`src/rtl/acc_sat_pkg.sv`:
```
package acc_sat_pkg;
  typedef enum logic [1:0] {
    POL_WIDE   = 2'd0,
    POL_NARROW = 2'd1,
    POL_WRAP   = 2'd2
  } sat_pol_e;
endpackage

```
`src/rtl/acc_ovf_detect.sv`:
```
module acc_ovf_detect #(
  parameter int ACC_W      = 40,
  parameter int NARROW_MSB = 31
) (
  input  logic [ACC_W-1:0] sum_i,
  input  logic             carry_i,
  output logic             ovf_wide_o,
  output logic             ovf_narrow_o
);
  localparam int GW = ACC_W - NARROW_MSB;

  logic [GW:0] top_bits;

  always_comb begin
    top_bits     = {carry_i, sum_i[ACC_W-1:NARROW_MSB]};
    ovf_wide_o   = carry_i ^ sum_i[ACC_W-1];
    // true sign plus every bit from the narrow sign upward must agree
    ovf_narrow_o = !((&top_bits) || !(|top_bits));
  end
endmodule

```
`src/rtl/acc_clamp.sv`:
```
module acc_clamp
  import acc_sat_pkg::*;
#(
  parameter int ACC_W      = 40,
  parameter int NARROW_MSB = 31
) (
  input  sat_pol_e         pol_i,
  input  logic [ACC_W-1:0] sum_i,
  input  logic             carry_i,
  input  logic             ovf_wide_i,
  input  logic             ovf_narrow_i,
  output logic [ACC_W-1:0] res_o,
  output logic             event_o
);
  localparam int GW = ACC_W - NARROW_MSB;
  localparam logic [ACC_W-1:0] WIDE_POS = {1'b0, {(ACC_W-1){1'b1}}};
  localparam logic [ACC_W-1:0] WIDE_NEG = {1'b1, {(ACC_W-1){1'b0}}};
  localparam logic [ACC_W-1:0] NAR_POS  = {{GW{1'b0}}, {NARROW_MSB{1'b1}}};
  localparam logic [ACC_W-1:0] NAR_NEG  = {{GW{1'b1}}, {NARROW_MSB{1'b0}}};

  always_comb begin
    res_o   = sum_i;
    event_o = ovf_wide_i;
    unique case (pol_i)
      POL_WIDE: begin
        if (ovf_wide_i) res_o = carry_i ? WIDE_NEG : WIDE_POS;
      end
      POL_NARROW: begin
        event_o = ovf_narrow_i;
        if (ovf_narrow_i) res_o = carry_i ? NAR_NEG : NAR_POS;
      end
      default: ;
    endcase
  end
endmodule

```
`src/rtl/acc_lane.sv`:
```
module acc_lane #(
  parameter int ACC_W      = 40,
  parameter int NARROW_MSB = 31
) (
  input  logic             clk_i,
  input  logic             rst_ni,
  input  logic             we_i,
  input  logic [ACC_W-1:0] res_i,
  input  logic             event_i,
  input  logic             clr_i,
  output logic [ACC_W-1:0] acc_o,
  output logic             ovf_o,
  output logic             sat_o
);
  logic [ACC_W-1:NARROW_MSB] guard;
  logic guard_used;

  assign guard      = res_i[ACC_W-1:NARROW_MSB];
  assign guard_used = !((&guard) || !(|guard));

  always_ff @(posedge clk_i or negedge rst_ni) begin
    if (!rst_ni) begin
      acc_o <= '0;
      ovf_o <= 1'b0;
      sat_o <= 1'b0;
    end else begin
      if (we_i) begin
        acc_o <= res_i;
        ovf_o <= guard_used;
      end
      // set beats clear so a fresh event is never lost
      sat_o <= (sat_o && !clr_i) || (we_i && event_i);
    end
  end
endmodule

```
`src/rtl/acc_sat_unit.sv`:
```
module acc_sat_unit
  import acc_sat_pkg::*;
#(
  parameter int ACC_W      = 40,
  parameter int NARROW_MSB = 31
) (
  input  logic             clk_i,
  input  logic             rst_ni,
  input  logic             wr_en_i,
  input  logic             tgt_i,
  input  logic [ACC_W-1:0] sum_i,
  input  logic             carry_i,
  input  logic             sat_en_i,
  input  logic             narrow_i,
  input  logic             trap_en_i,
  input  logic [1:0]       clr_sat_i,
  output logic [ACC_W-1:0] acc_a_o,
  output logic [ACC_W-1:0] acc_b_o,
  output logic [1:0]       ovf_o,
  output logic [1:0]       sat_o,
  output logic             ovf_any_o,
  output logic             sat_any_o,
  output logic             trap_o
);
  localparam int N_ACC = 2;

  sat_pol_e         pol;
  logic             ovf_wide, ovf_narrow, sat_event;
  logic [ACC_W-1:0] res;
  logic [ACC_W-1:0] acc_q [N_ACC];
  logic             trap_q;

  always_comb begin
    if (!sat_en_i)     pol = POL_WRAP;
    else if (narrow_i) pol = POL_NARROW;
    else               pol = POL_WIDE;
  end

  acc_ovf_detect #(.ACC_W(ACC_W), .NARROW_MSB(NARROW_MSB)) u_detect (
    .sum_i        (sum_i),
    .carry_i      (carry_i),
    .ovf_wide_o   (ovf_wide),
    .ovf_narrow_o (ovf_narrow)
  );

  acc_clamp #(.ACC_W(ACC_W), .NARROW_MSB(NARROW_MSB)) u_clamp (
    .pol_i        (pol),
    .sum_i        (sum_i),
    .carry_i      (carry_i),
    .ovf_wide_i   (ovf_wide),
    .ovf_narrow_i (ovf_narrow),
    .res_o        (res),
    .event_o      (sat_event)
  );

  for (genvar k = 0; k < N_ACC; k++) begin : g_lane
    acc_lane #(.ACC_W(ACC_W), .NARROW_MSB(NARROW_MSB)) u_lane (
      .clk_i   (clk_i),
      .rst_ni  (rst_ni),
      .we_i    (wr_en_i && (tgt_i == 1'(k))),
      .res_i   (res),
      .event_i (sat_event),
      .clr_i   (clr_sat_i[k]),
      .acc_o   (acc_q[k]),
      .ovf_o   (ovf_o[k]),
      .sat_o   (sat_o[k])
    );
  end

  always_ff @(posedge clk_i or negedge rst_ni) begin
    if (!rst_ni) trap_q <= 1'b0;
    else         trap_q <= wr_en_i && (pol == POL_WRAP) && trap_en_i
                           && ovf_wide && !sat_o[tgt_i];
  end

  assign acc_a_o   = acc_q[0];
  assign acc_b_o   = acc_q[1];
  assign ovf_any_o = |ovf_o;
  assign sat_any_o = |sat_o;
  assign trap_o    = trap_q;
endmodule

```
`config.mk`:
```
export PLATFORM = sky130hd
export DESIGN_NAME = acc_sat_unit
export DESIGN_NICKNAME = d
export VERILOG_FILES = /design/src/rtl/acc_sat_pkg.sv /design/src/rtl/acc_ovf_detect.sv /design/src/rtl/acc_clamp.sv /design/src/rtl/acc_lane.sv /design/src/rtl/acc_sat_unit.sv
export SDC_FILE = /design/constraint.sdc
export NUM_CORES = 1
export LEC_CHECK = 0
export ABC_CLOCK_PERIOD_IN_PS = 1450
export BUFFER_PORTS_ARGS = -buffer_cell sky130_fd_sc_hd__buf_2
export CAP_MARGIN = 20
export CORE_ASPECT_RATIO = 0.7
export CORE_MARGIN = 4
export CORE_UTILIZATION = 53
export DETAILED_ROUTE_END_ITERATION = 10
export PLACE_DENSITY_LB_ADDON = 0.25
export SLEW_MARGIN = 20
export SYNTH_ARGS = -nofsm -noshare
export SYNTH_HDL_FRONTEND = slang
export SYNTH_SLANG_ARGS = --single-unit
```
`constraint.sdc`:
```
create_clock -name clk_i -period 1.45 [get_ports clk_i]
set_clock_uncertainty 0.15 [all_clocks]
set_input_delay 0 -clock clk_i [delete_from_list [all_inputs] [get_ports clk_i]]
set_output_delay 0 -clock clk_i [all_outputs]
set_load 0.02 [all_outputs]
```
Yosys cells after proc, flatten, opt, wreduce, memory -nomap -nowiden
Index checks and enable logic that the tools add are counted.
{ "classes": {"reduce_logical": 28, "n_bitwise": 2, "n_mux": 10, "eq_ne": 2, "magnitude_cmp": 1} }
{ "ops": {"columns": ["cell", "count"], "rows": [
  ["2-to-1 mux 40 bit", 4],
  ["one-hot mux 40 bit (2 select lines)", 1],
  ["logical AND 1 bit", 10],
  ["AND reduction 10 bit", 1],
  ["OR reduction 10 bit", 1],
  ["AND reduction 9 bit", 1],
  ["OR reduction 9 bit", 1],
  ["logical NOT 1 bit", 7],
  ["logical OR 1 bit", 4],
  ["2-to-1 mux 1 bit", 4],
  ["OR reduction 2 bit", 2],
  ["equality test 2 x 1 -> 1 bit, second input constant", 1],
  ["equality test 2 bit, second input constant", 1],
  ["logical NOT 2 bit", 1],
  ["less-than comparator 1 x 2 -> 1 bit, second input constant", 1],
  ["2-to-1 mux 2 bit", 1],
  ["NOT 1 bit", 1],
  ["XOR 1 bit", 1]
]} }
{ "totals": {"reg_bits": 85, "inputBits": 50, "elab_cells": 50, "output_inout_bits": 87} }

Logic depth before layout (Yosys ltp)
{ "depth": {"depth_word": 9, "ltp_mapped": 8, "ltp_nobuf": 7} }

Modules after synthesis
A second synthesis with hierarchy kept.
{ "unflattened": {"cells_unflattened": 280, "hier_area_um2": 4159.0} }
{ "modules_own_cells": {"columns": ["mod", "n_inst", "cells_per_inst", "area_per_inst_um2", "seq_area_each_um2"], "rows": [
  ["acc_lane", 2, 101, 1786.7, 1051.0],
  ["acc_clamp", 1, 56, 414.1, 0.0],
  ["acc_sat_unit", 1, 10, 88.8, 25.0],
  ["acc_ovf_detect", 1, 12, 82.6, 0.0]
]} }

Worst setup path before layout
No wires, ideal clock.
{ "synth_timing": {"path_type": "input -> register", "startpoint": "input sum_i[38]", "endpoint": "register g_lane[0].u_lane.acc_o[10]", "setup_ns": 0.087, "path_slack_ns": -0.341, "required_ns": 1.213, "stages": 6, "n_path_buf": 1, "t_arrival_ns": 1.554, "path_cell_list": "or4_4 or3_4 a31oi_4 nor3_2 buf_6 a211oi_2"} }
{ "synth_via": {"elab_chain_len": 5, "word_cells_on_any_way": 6, "cone_classes": "mux: 2; reduce/logical: 4"} }
{ "synth_rtl": {"columns": ["item", "line", "text"], "rows": [
  ["start: declaration", "acc_sat_unit.sv:11", "input logic [ACC_W-1:0] sum_i,"],
  ["OR reduction 10 bit", "acc_ovf_detect.sv:18", "ovf_narrow_o = !((&top_bits) || !(|top_bits));"],
  ["logical NOT 1 bit", "acc_ovf_detect.sv:18", null],
  ["logical OR 1 bit *", "acc_ovf_detect.sv:18", null],
  ["2-to-1 mux 40 bit *", "acc_clamp.sv:30", "if (ovf_narrow_i) res_o = carry_i ? NAR_NEG : NAR_POS;"],
  ["one-hot mux 40 bit (2 select lines) *", "acc_clamp.sv:24", "unique case (pol_i)"],
  ["end signal: assignment", "acc_lane.sv:28", "acc_o <= res_i;"],
  ["end: declaration", "acc_lane.sv:11", "output logic [ACC_W-1:0] acc_o,"]
]} }
Every way passes the cells marked *; elsewhere a longest branch is shown, timed or not.
A chain may end at the register's enable or synchronous reset.

Worst setup path after layout
{ "layout_timing": {"startpoint": "input sum_i[31]", "endpoint": "register g_lane[1].u_lane.acc_o[21]"} }
{ "layout_via": {"elab_chain_len": 5, "word_cells_on_any_way": 6, "cone_classes": "mux: 2; reduce/logical: 4"} }
{ "layout_rtl": {"columns": ["item", "line"], "rows": [
  ["OR reduction 10 bit", "acc_ovf_detect.sv:18"],
  ["logical NOT 1 bit", "acc_ovf_detect.sv:18"],
  ["logical OR 1 bit *", "acc_ovf_detect.sv:18"],
  ["2-to-1 mux 40 bit *", "acc_clamp.sv:30"],
  ["one-hot mux 40 bit (2 select lines) *", "acc_clamp.sv:24"],
  ["end signal: assignment", "acc_lane.sv:28"],
  ["end: declaration", "acc_lane.sv:11"]
]} }
Marks and branches as above.

==> impl_results.md <==
* Outcome: finished, violations left
* Failing checks: negative setup slack
* VDD IR max at around 650 uV
* Critical Path Sink Type: flip-flop
* Max_slew headroom at 45.9%
* Gate Count Post-Synth at 378
* Synthesized flop and latch total at 85
* Critical path fanouts, max at 8
* PnR worst setup slack at -0.291 ns
* Htree depth at 3
* Sequential Area at about 2100 um2
* Max Used Layer: met4
* Max Fclk at 574 MHz
* Antenna violations before repair at 1
* Routed met2 length at about 7500 um
* Post-synthesis mux area share at 0%
* Vias in the first global route at around 3700
* Critical Path AT at between 1.5 and 2 ns
* Psw at around 2.6 mW
* 1st-pass router iterations at 5
* Vias/cell at 6.11
* Drc violations at 0
* Layout area overhead at 66.0%
* Clock transition at path regs at 0.09 ns
* First-pass GRT wire length at about 18000 um
* Post-DP HPWL at slightly above 7000 um
* DP Worst Slack at -0.578 ns
* Routed met3 length at roughly 1400 um
* Die area at about 8600 um2
* CP Data Required Time at 1.56 ns
* CTS buffer count at 9
* IO Count at about 140
* Worst skew pair latency at 0.35 ns
* Int Power at between 4 and 5 mW
* Seq pwr share at between 40% and 50%
* Slew @ Worst Pin at 0.809 ns
* WL met1 at 5840 um
* CTS tree: yes
* Sw frac at 36.6%
* Synth Area in Compound Gates at roughly a fifth
* Max cap viols at 0
* Clock Tree Buf Depth at 2
* Startpoint types: primary input
* Num rows at 25
* Pin count of the biggest net entering global routing at 86
* Finished Layout Cells at 696
* Core Area at 6850 um2
* Adder-cell share of the synthesized area at less than 1%
* Nets at about 650
* Sequential area share after synthesis at 55.9%
* Die Ht at approximately 80 um
* Filler Cell Count at about 230
* Synth warnings at 0
* CTS root buffer: clkbuf_8
* DRT iter0 DRCs at roughly 450
* Aggregate routed wire length at approximately 15000 um
* Minimum clock period after layout at roughly 1.7 ns
* Comb power frac at between 30 and 40%
* Hold Crit Class: primary input to flip-flop
* Post-synthesis cell area at 3800 um2
* Synth cell types at 38
* PD cells at between 1000 and 1500 nW/um2
* Endpoints failing setup at just over 80
* Fraction of layout cells with a size suffix above 1 at 53.3%
* Fin. max-slew vios at 0
* Clock power frac at between 20 and 30%
* Clock sinks at 85
* Initial core utilization at between 50 and 60%
* Area of the multi-input gates at roughly 2100 um2
* Tot Pwr at just over 7 mW
* Largest family of logic cells by synthesized area: compound AO/OA/AOI/OAI gates
* Routed WL per cell at about 22 um
* Routed Antenna Nets at 0
* Avg Cell Area, Syn at about 10 um2
* WS Path Type: primary input to flip-flop
* GR Util All Layers at 27.4%
* Fin util at between 90 and 100%
* Syn_nets at 431
* Period utilization at 120%
* Simple-gate area share of the yosys netlist at roughly 17%
* Gpl congestion at ~0.88
* Placed Cells at about 620
* RSZ-0062 raised after global routing: yes
* Fin. Hold Viols at 0
* GRT Residual Overflow at 0
* Port Buffers at approximately 140
* XOR/XNOR Fraction of Synth Area at 0%
* Lkg Pwr at roughly 2.8 nW
* Vias at 4252
* Die width at 109 um
state kept, by name (all words and copies together), names as in the netlist:
name and count:
trap_o 1, g_lane.u_lane.ovf_o 2, g_lane.u_lane.acc_o 80, g_lane.u_lane.sat_o 2
worst paths after layout:
path / from / to / slack, ns / depth (start not counted)
max: sum_i[31] / g_lane[1].u_lane.acc_o[21] / -0.29 / 10
min: sum_i[32] / g_lane[0].u_lane.acc_o[32] / 0.05 / 5
max reg2reg: g_lane[0].u_lane.sat_o / trap_o / 0.44 / 3
min reg2reg: g_lane[1].u_lane.acc_o[34] / g_lane[1].u_lane.acc_o[34] / 0.35 / 2
max in group asynchronous: rst_ni / g_lane[1].u_lane.acc_o[30] / 0.75 / 3
min in group asynchronous: rst_ni / g_lane[1].u_lane.acc_o[36] / 0.06 / 3
cell families after synthesis:
kind of cell | Yosys count
buf+inv | 32
fa+ha+maj | 3
simple gates | 150
compound gates | 108
flops | 85
Yosys cell counts, drive strengths merged:
cell type | instances | area share [%]
or4 | 1 | 0.30
nor4bb | 1 | 0.26
o41ai | 1 | 0.43
nand2b | 2 | 0.33
o31ai | 3 | 0.59
and2 | 4 | 0.66
clkbuf | 20 | 2.0
a21oi | 8 | 1.1
nor3 | 5 | 1.1
a31oi | 2 | 0.72
or4b | 1 | 0.26
nor2b | 3 | 0.49
ha | 3 | 0.99
and3 | 1 | 0.16
nand2 | 43 | 4.2
a211oi | 45 | 12
inv | 4 | 0.39
and4 | 2 | 0.49
o21ai | 40 | 5.3
a21o | 3 | 0.59
nand3 | 2 | 0.26
or3 | 3 | 0.66
o22ai | 2 | 0.33
dfrtp | 85 | 56
buf | 8 | 2.0
nor2 | 80 | 7.9
or2 | 1 | 0.16
nand4b | 1 | 0.23
o21a | 3 | 0.59
a221oi | 1 | 0.23
routing by layer:
layer  vias to the layer above  global-route usage, %
li1                       1753                      -
met1                      2097                   36.6
met5                         -                      0
met4                         0                   10.7
met3                        73                   5.69
met2                       329                   44.1
what timing repair did:
| item | in CTS | in global routing |
|---|---|---|
| resized for setup | 70 | 94 |
| hold buffers | 43 | 0 |
| setup buffers | 3 | 8 |
| endpoints found under the hold margin | 160 | 0 |
| gates cloned | 2 | 6 |
| pin swaps | 9 | 21 |
| endpoints found under the setup margin | 78 | 82 |
power groups by stage:
stage          logic, mW  clock network (mW)  registers, mW
2_1_floorplan      0.620                   0           3.39
3_3_place_gp        1.73                   0           2.96
3_5_place_dp        1.78                   0           2.97
4_1_cts             1.97                1.77           2.93
5_1_grt             2.45                1.89           3.01
6_report            2.32                1.78           2.98
cell type report:
class,count,share of cell area (%)
Antenna cell,2,0.0793
Clock buffer,10,2.18
Clock inverter,6,1.11
Inverter,4,0.238
Multi-Input combinational cell,263,33.0
Sequential cell,85,33.7
Tap cell,94,1.86
Timing Repair Buffer,232,27.8
stage by stage:
step | hold WS, ns | area [um2] | TNS (ns)
floorplan | -0.446 | 3830 | -18.01
global placement | -0.0855 | 4840 | -38.32
detailed placement | -0.0785 | 4840 | -40.77
CTS | 0.0337 | 5700 | -6.04
global route | 0.0763 | 6310 | -14.07
finish | 0.0456 | 6310 | -12.54
layout by cell type (no fill, tap or decap), types with 3 or more instances in the layout:
cell | netlist | layout
and2_1 | 4 | 4
buf_4 | 4 | 34
a211oi_1 | 25 | 4
buf_2 | 0 | 133
nand2_1 | 43 | 43
a21oi_4 | 0 | 3
a211oi_2 | 20 | 39
nor3_2 | 3 | 3
o21ai_0 | 38 | 5
or3_4 | 1 | 3
a21o_1 | 3 | 3
nor2_2 | 0 | 3
clkbuf_16 | 0 | 5
buf_12 | 0 | 10
nor2_1 | 80 | 49
a21oi_2 | 0 | 4
nor3_4 | 0 | 3
nor2_4 | 0 | 28
clkinv_4 | 0 | 3
inv_1 | 4 | 4
o21ai_1 | 2 | 28
o21a_1 | 3 | 3
dlygate4sd3_1 | 0 | 43
buf_6 | 4 | 7
dfrtp_1 | 85 | 85
clkbuf_8 | 0 | 10
o21ai_2 | 0 | 6
worst max-delay path, cell delays in order:
cell and delay (ns):
buf_6 0.09, buf_4 0.12, buf_4 0.13, and4_4 0.16, and3_4 0.18, o41ai_4 0.43
buf_6 0.21, buf_12 0.18, nor2_4 0.06, a211oi_2 0.27
Power figures use the tool's default switching activity.
